**config.mk**
```make
export PLATFORM = sky130hd
export DESIGN_NAME = sirq_id_arbiter
export DESIGN_NICKNAME = d
export VERILOG_FILES = /design/src/rtl/sirq_pkg.sv /design/src/rtl/sirq_rst_sync.sv /design/src/rtl/sirq_enable_reg.sv /design/src/rtl/sirq_thr_pend.sv /design/src/rtl/sirq_prio.sv /design/src/rtl/sirq_id_arbiter.sv
export SDC_FILE = /design/constraint.sdc
export NUM_CORES = 1
export LEC_CHECK = 0
export BUFFER_PORTS_ARGS = -buffer_cell sky130_fd_sc_hd__buf_2
export CAP_MARGIN = 20
export CELL_PAD_IN_SITES_DETAIL_PLACEMENT = 1
export CELL_PAD_IN_SITES_GLOBAL_PLACEMENT = 2
export CORE_MARGIN = 2
export CORE_UTILIZATION = 22
export DETAILED_ROUTE_END_ITERATION = 16
export HOLD_SLACK_MARGIN = 0.1
export PLACE_DENSITY = 0.78
export SYNTH_ARGS = -nofsm -noshare
export SYNTH_HDL_FRONTEND = slang
export SYNTH_SLANG_ARGS = --single-unit
```
**constraint.sdc**
```tcl
create_clock -name clk -period 2.05 [get_ports clk]
set_clock_uncertainty 0.15 [all_clocks]
set_input_delay 0.3075 -clock clk [delete_from_list [all_inputs] [get_ports clk]]
set_output_delay 0.3075 -clock clk [all_outputs]
set_load 0.005 [all_outputs]
```
**src/rtl/sirq_pkg.sv**
```systemverilog
package sirq_pkg;
  localparam int NSRC = 5;

  localparam logic [3:0] CODE_MODEM  = 4'h0;
  localparam logic [3:0] CODE_NONE   = 4'h1;
  localparam logic [3:0] CODE_THRE   = 4'h2;
  localparam logic [3:0] CODE_RXDATA = 4'h4;
  localparam logic [3:0] CODE_LINE   = 4'h6;
  localparam logic [3:0] CODE_TMO    = 4'hC;
  localparam logic [3:0] FIFO_FLAGS  = 4'hC;

  // rank 0 is the highest priority
  function automatic logic [3:0] rank_code(input int rank);
    case (rank)
      0:       rank_code = CODE_LINE;
      1:       rank_code = CODE_TMO;
      2:       rank_code = CODE_RXDATA;
      3:       rank_code = CODE_THRE;
      default: rank_code = CODE_MODEM;
    endcase
  endfunction
endpackage

```
**src/rtl/sirq_rst_sync.sv**
```systemverilog
module sirq_rst_sync #(
  parameter int STAGES = 2
) (
  input  logic clk,
  input  logic rst_ni,
  output logic rst_no
);
  logic [STAGES-1:0] sync_q;

  always_ff @(posedge clk or negedge rst_ni) begin
    if (!rst_ni) sync_q <= '0;
    else         sync_q <= {sync_q[STAGES-2:0], 1'b1};
  end

  assign rst_no = sync_q[STAGES-1];
endmodule

```
**src/rtl/sirq_enable_reg.sv**
```systemverilog
module sirq_enable_reg #(
  parameter int EN_W  = 4,
  parameter int BUS_W = 8
) (
  input  logic             clk,
  input  logic             rst_n,
  input  logic             wr,
  input  logic [EN_W-1:0]  wdata,
  output logic [EN_W-1:0]  en_q,
  output logic [BUS_W-1:0] rdata
);
  logic [EN_W-1:0] en_d;

  always_comb begin
    en_d = en_q;
    if (wr) en_d = wdata;
  end

  always_ff @(posedge clk or negedge rst_n) begin
    if (!rst_n) en_q <= '0;
    else        en_q <= en_d;
  end

  assign rdata = {{(BUS_W-EN_W){1'b0}}, en_q};
endmodule

```
**src/rtl/sirq_thr_pend.sv**
```systemverilog
module sirq_thr_pend (
  input  logic clk,
  input  logic rst_n,
  input  logic set_evt,
  input  logic load,
  input  logic rearm,
  input  logic rd_clear,
  output logic pend_q
);
  logic pend_d;

  // later assignments win: setting events override clears
  always_comb begin
    pend_d = pend_q;
    if (rd_clear) pend_d = 1'b0;
    if (load)     pend_d = 1'b0;
    if (set_evt)  pend_d = 1'b1;
    if (rearm)    pend_d = 1'b1;
  end

  always_ff @(posedge clk or negedge rst_n) begin
    if (!rst_n) pend_q <= 1'b0;
    else        pend_q <= pend_d;
  end
endmodule

```
**src/rtl/sirq_prio.sv**
```systemverilog
module sirq_prio
  import sirq_pkg::*;
#(
  parameter int CNT_W   = 5,
  parameter int ERR_W   = 4,
  parameter int DELTA_W = 4
) (
  input  logic [3:0]         en,
  input  logic [ERR_W-1:0]   line_err,
  input  logic               data_ready,
  input  logic               rx_timeout,
  input  logic               fifo_en,
  input  logic [CNT_W-1:0]   rx_count,
  input  logic [CNT_W-1:0]   rx_trig,
  input  logic               thr_pend,
  input  logic [DELTA_W-1:0] msr_delta,
  output logic [3:0]         code
);
  logic [NSRC-1:0] req;
  logic            at_trigger;

  assign at_trigger = (rx_count >= rx_trig);

  assign req[0] = en[2] & (|line_err);
  assign req[1] = en[0] & rx_timeout;
  assign req[2] = en[0] & data_ready & (~fifo_en | at_trigger);
  assign req[3] = en[1] & thr_pend;
  assign req[4] = en[3] & (|msr_delta);

  always_comb begin
    code = CODE_NONE;
    for (int i = NSRC-1; i >= 0; i--) begin
      if (req[i]) code = rank_code(i);
    end
  end
endmodule

```
**src/rtl/sirq_id_arbiter.sv**
```systemverilog
module sirq_id_arbiter
  import sirq_pkg::*;
#(
  parameter int BUS_W   = 8,
  parameter int CNT_W   = 5,
  parameter int ERR_W   = 4,
  parameter int DELTA_W = 4
) (
  input  logic               clk,
  input  logic               rst_n,
  input  logic               en_wr,
  input  logic [BUS_W-1:0]   en_wdata,
  input  logic               id_rd,
  input  logic               fifo_en,
  input  logic [ERR_W-1:0]   line_err,
  input  logic               data_ready,
  input  logic               rx_timeout,
  input  logic [CNT_W-1:0]   rx_count,
  input  logic [CNT_W-1:0]   rx_trig,
  input  logic               thr_done,
  input  logic               thr_load,
  input  logic               thr_empty,
  input  logic [DELTA_W-1:0] msr_delta,
  output logic [BUS_W-1:0]   en_rdata,
  output logic [BUS_W-1:0]   id_value,
  output logic               irq
);
  localparam int EN_W = 4;

  logic             rst_ns;
  logic [EN_W-1:0]  en_q;
  logic             thr_pend;
  logic             rd_clear;
  logic [3:0]       code;
  logic [BUS_W-1:0] id_q, id_d;
  logic             irq_q, irq_d;
  logic             unused_wdata_hi;

  assign unused_wdata_hi = ^en_wdata[BUS_W-1:EN_W];

  sirq_rst_sync #(.STAGES(2)) u_rst (
    .clk(clk), .rst_ni(rst_n), .rst_no(rst_ns)
  );

  sirq_enable_reg #(.EN_W(EN_W), .BUS_W(BUS_W)) u_en (
    .clk(clk), .rst_n(rst_ns), .wr(en_wr), .wdata(en_wdata[EN_W-1:0]),
    .en_q(en_q), .rdata(en_rdata)
  );

  assign rd_clear = id_rd & (id_q[3:0] == CODE_THRE);

  sirq_thr_pend u_pend (
    .clk(clk), .rst_n(rst_ns), .set_evt(thr_done), .load(thr_load),
    .rearm(en_wr & thr_empty), .rd_clear(rd_clear), .pend_q(thr_pend)
  );

  sirq_prio #(.CNT_W(CNT_W), .ERR_W(ERR_W), .DELTA_W(DELTA_W)) u_prio (
    .en(en_q), .line_err(line_err), .data_ready(data_ready),
    .rx_timeout(rx_timeout), .fifo_en(fifo_en), .rx_count(rx_count),
    .rx_trig(rx_trig), .thr_pend(thr_pend), .msr_delta(msr_delta),
    .code(code)
  );

  always_comb begin
    id_d = '0;
    id_d[3:0] = code;
    if (fifo_en) id_d[7:4] = FIFO_FLAGS;
    irq_d = (code != CODE_NONE);
  end

  always_ff @(posedge clk or negedge rst_ns) begin
    if (!rst_ns) begin
      id_q  <= {{(BUS_W-4){1'b0}}, CODE_NONE};
      irq_q <= 1'b0;
    end else begin
      id_q  <= id_d;
      irq_q <= irq_d;
    end
  end

  assign id_value = id_q;
  assign irq      = irq_q;
endmodule

```
After elaboration in Yosys (flattened, before gate mapping)
Index checks and enable logic that the tools add are counted.

Logic and storage cells: 31. Register bits: 16. Output and inout bits: 17. Bits in latches: 0. Bits of input ports: 36. Memories: 0. Bits in read-only memories: 0. Memory bits (writable): 0.

Divide/modulo/power cells: 0. Add/sub/neg operators: 0. Mux-type cells: 10. Magnitude comparators: 1. Equal/unequal tests: 2. Bitwise operators: 10. Shifts and indexed selects: 0. Reduce and logical (&&, ||, !) cells: 3. Multiply operators: 0.

Operators with widths (count): 4-bit two-way mux (3); 1-bit bitwise AND (8); 4-bit OR reduction (2); 5-bit >= comparator (1); 1-bit two-way mux (5); 4-bit by 2-bit equality test with 1-bit output, second input constant (1); 4-bit by 1-bit inequality test with 1-bit output, second input constant (1); 4-bit nonzero test (1); 3-bit two-way mux (1); 2-bit two-way mux (1); 1-bit inverter (1); 1-bit bitwise OR (1).

Longest topological paths before layout
Depth in word-level cells: 8. Mapped depth: 6. Gate-level depth less buffers: 6.

By module
Synthesis repeated with hierarchy kept, for this count alone.

Cell total of the unflattened synthesis: 66. Area total of the unflattened synthesis: 730.7 µm².

By module, submodules not included: sirq_prio (seq. area each 0.0 µm², cells an instance 29, instances 1, area each 222.7 µm²); sirq_enable_reg (seq. area each 100.1 µm², cells an instance 17, instances 1, area each 209.0 µm²); sirq_id_arbiter (seq. area each 151.4 µm², cells an instance 14, instances 1, area each 207.7 µm²); sirq_rst_sync (seq. area each 50.0 µm², cells an instance 3, instances 1, area each 53.8 µm²); sirq_thr_pend (seq. area each 25.0 µm², cells an instance 3, instances 1, area each 37.5 µm²).

Worst setup path after synthesis
No wires, ideal clock.

Path kind: input port to flip-flop. Start point: input rx_count[0]. End point: register id_q[0], in the netlist id_value[0]. Slack: 0.544 ns. Setup time: 0.062 ns. Buffers on the path: 0. Required time: 1.838 ns. Data arrival time: 1.293 ns. Stages: 6. Cell sequence: inv_1 -> ha_1 -> and2b_2 -> o21ai_0 -> a211oi_2 -> and3_1.

Word-level cells in the longest chain between the ends: 6.

RTL lines: from (decl) (line sirq_id_arbiter.sv:18) `input logic [CNT_W-1:0] rx_count,`; 5-bit >= comparator (line sirq_prio.sv:22) `assign at_trigger = (rx_count >= rx_trig);`; 1-bit bitwise OR (line sirq_prio.sv:26) `assign req[2] = en[0] & data_ready & (~fifo_en | at_trigger);`; 1-bit bitwise AND (line sirq_prio.sv:26); 3-bit two-way mux (line sirq_prio.sv:33) `if (req[i]) code = rank_code(i);`; 4-bit two-way mux (2 in series) (line sirq_prio.sv:33); named net code[0] (line sirq_id_arbiter.sv:34) `logic [3:0] code;`; to (signal assigned) (line sirq_id_arbiter.sv:73) `id_q <= {{(BUS_W-4){1'b0}}, CODE_NONE};`; to (signal assigned) (line sirq_id_arbiter.sv:76) `id_q <= id_d;`; to (decl) (line sirq_id_arbiter.sv:35) `logic [BUS_W-1:0] id_q, id_d;`.

The timed path passes the listed nets, and every way through them passes these cells. A chain may end at the register's enable or synchronous reset.

Worst setup path in the final report
Start point: input thr_done. End point: register u_pend.pend_q.

Word-level cells in the longest chain between the ends: 2. Elaborated cells between the ends (all ways): 3. Those cells by class: mux (2); reduce/logical (1).

RTL lines: from (decl) (line sirq_id_arbiter.sv:20) `input logic thr_done,`; 1-bit two-way mux (line sirq_thr_pend.sv:17) `if (set_evt) pend_d = 1'b1;`; 1-bit two-way mux (line sirq_thr_pend.sv:18) `if (rearm) pend_d = 1'b1;`; to (signal assigned) (line sirq_thr_pend.sv:23) `else pend_q <= pend_d;`; to (decl) (line sirq_thr_pend.sv:8) `output logic pend_q`.

Several ways; a longest one is shown, not always the timed one.

==> metrics.csv <==
metric;value;unit
Worst path most repeated cell;dlygate4sd3_1;
combinational group share of total power;23.1;%
first-pass GRT wire length;2730;um
post-CTS sizing;0;
CP max-delay cell;dlygate4sd3_1;
Yosys warning count;0;
crit-path max FO;1;
sequential share of power;50.8;%
IO buf count;42;
Die Area;3570;um^2
Worst-Skew Late Latency;0.27;ns
M2 GR Usage;18.8;%
via count;616;
synthesized area;684;um^2
initial antenna violation count;0;
1st-pass router iterations;3;
number of global-route vias before repair;643;
Sum Neg Setup Slack;0;ns
Int Pwr;432;uW
Core ar.;3000;um^2
CTS Buf Count;3;
GRT Max-Usage Layer;met2;
post-DP HPWL;1350;um
nets@finish;155;
root buf cell;clkbuf_4;
Routed Antenna Nets;0;
Final Cycle Share;80.8;%
non-filler cells, final;146;
Fmax;604;MHz
Mean Syn Cell Area;11.2;um^2
crit end category;flop;
sw frac;25.5;%
Synth Register Bits;13;
number of fill cells;370;
critical-path cell list;dlygate4sd3_1, buf_2, a21oi_1, dlygate4sd3_1, nand2_1;
CTS clock-pin slew for the worst setup and hold paths;0.07;ns
routed len/inst;11.0;um
maximum root-to-sink buffer count;2;
Core Util, Final;33.6;%
GR Layer Usage met1;11.2;%
power share of the clock group;26.1;%
hold buffers post-CTS;8;
H-tree levels;1;
PwrDens;575;nW/um^2
max incr delay on CP;0.56;ns
sequential element share of the synthesized area;47.7;%
final setup vio count;0;
leakage power;0.538;nW
# rows;20;
Worst EP required;2.06;ns
Post-CTS Setup Repair Bufs;0;
Final Total Pwr;580;uW
synthesis-to-finish area growth;47.3;%
global-route usage over all layers;10.3;%
unrepaired setup endpoints after global routing;no;
crit path DAT;1.67;ns
fraction of layout cells with a size suffix above 1;49.6;%
Max Cap Violations;0;
clock period minus worst slack;1.66;ns
P_sw;148;uW
Netlist cell types;24;
via/cell ratio;4.22;
total grt overflow;0;
final hold violations;0;
largest net degree at the start of global routing;11;
Ant. Diodes;0;
Final Max Tran Viols;0;
CP startpoint kind;primary input;
TritonCTS clock tree;done;
worst hold path class;primary input to flop;
DRC violations left;0;
maximum vdd drop;329;uV
cells after synthesis;61;
Die Width;59.8;um
starting density of the core;22.8;%
Post-Place Cells;134;
Die Y;59.8;um
placer congestion estimate;0.647;
status;finished clean;
I/O pins;53;
WL final;1600;um
1st-iter DRT viols;5;
WS Path Type;primary input to flop;
clock sink count;13;
GRT met3 Usage;4.98;%
## area by class of cell
type / count / area [um^2] / share of cell area, %
timing repair buffer: 50 / 290 / 28.8
multi-input combinational: 39 / 298 / 29.5
tap: 33 / 41.3 / 4.09
sequential: 13 / 327 / 32.4
inverter: 7 / 26.3 / 2.61
clock buffer: 4 / 26.3 / 2.61
## cell families (layout without fill, tap and decap cells)
kind of cell | count (synthesis) | in the layout | synth area share [%]
mux | 4 | 4 | 6.58
buf+inv | 14 | 61 | 11.5
simple gates | 14 | 14 | 11.7
other cells | 2 | 7 | 1.10
fa+ha+maj | 5 | 5 | 9.14
compound gates | 9 | 9 | 12.3
flops | 13 | 13 | 47.7
## placed cells by master, fill, tap and decap left out
master,count
a211o_1,1
a211oi_2,1
a21oi_1,2
a31oi_1,1
and2b_2,1
and3_1,1
and3_2,1
and4_2,1
buf_2,42
clkbuf_1,1
clkbuf_4,3
conb_1,7
dfrtp_1,12
dfstp_2,1
dlygate4sd3_1,8
ha_1,5
inv_1,6
inv_2,1
mux2_2,4
nand2_1,6
nand3_1,1
nand3b_1,1
nor2_1,1
nor4b_1,1
o21ai_0,2
o41ai_1,1
o41ai_4,1
## synthesized netlist by cell type, drive strengths merged
cell    number  area share [%]
dfrtp       12              44
buf          7             7.7
inv          7             3.8
nand2        6             3.3
ha           5             9.1
mux2         4             6.6
a21oi        2             1.5
and3         2             2.0
conb         2             1.1
o21ai        2             1.5
o41ai        2             5.3
a211o        1             1.3
a211oi       1             1.8
a31oi        1            0.91
and2b        1             1.3
and4         1             1.5
dfstp        1             3.8
nand3        1            0.73
nand3b       1             1.1
nor2         1            0.55
nor4b        1             1.3
## layer usage
layer,vias to the layer above,wire length (um)
met4,0,0
met5,-,0
met2,25,868
li1,299,-
met3,0,126
met1,292,605
## state kept, by name (all words and copies together), names as in the netlist
| signal | cells |
|---|---|
| u_rst.sync_q | 2 |
| id_value | 5 |
| u_pend.pend_q | 1 |
| irq | 1 |
| u_en.en_q | 4 |
## final timing paths
kind	from	end	slack, ns	cells past startpoint
hold / removal	en_wdata[1]	u_en.en_q[1]$_DFFE_PN0P_	0.12	2
max in group asynchronous	u_rst.sync_q[1]$_DFF_PN0_	u_pend.pend_q$_DFFE_PN0P_	0.82	1
min in group asynchronous	rst_n	u_rst.sync_q[0]$_DFF_PN0_	0.22	2
setup reg to reg	u_en.en_q[0]$_DFFE_PN0P_	id_value[0]$_DFF_PN1_	0.71	3
setup / recovery	thr_done	u_pend.pend_q$_DFFE_PN0P_	0.39	5
hold reg to reg	u_rst.sync_q[0]$_DFF_PN0_	u_rst.sync_q[1]$_DFF_PN0_	0.20	0
## worst max-delay path: cells and delay by family
family                 cells  cell delay [ns]
AO/OA/AOI/OAI              1             0.11
buffers and inverters      3             1.21
AND/OR/NAND/NOR            1             0.05
## through the flow
stage | hold WS, ns | instance area, um^2 | worst slack, ns
2_1_floorplan | -0.138 | 703 | 0.544
3_3_place_gp | -0.0565 | 902 | 0.321
3_5_place_dp | -0.0543 | 902 | 0.299
4_1_cts | 0.103 | 1010 | 0.421
5_1_grt | 0.111 | 1010 | 0.352
6_report | 0.123 | 1010 | 0.393
## power by group through the flow
| stage | Sequential, mW | Combinational (mW) | Clock [mW] |
|---|---|---|---|
| finish | 0.295 | 0.134 | 0.151 |
| floorplan | 0.303 | 0.0634 | 0 |
| global placement | 0.303 | 0.117 | 0 |
| global route | 0.299 | 0.154 | 0.173 |
| detailed placement | 0.305 | 0.120 | 0 |
| CTS | 0.296 | 0.137 | 0.165 |
Power figures use the tool's default switching activity.
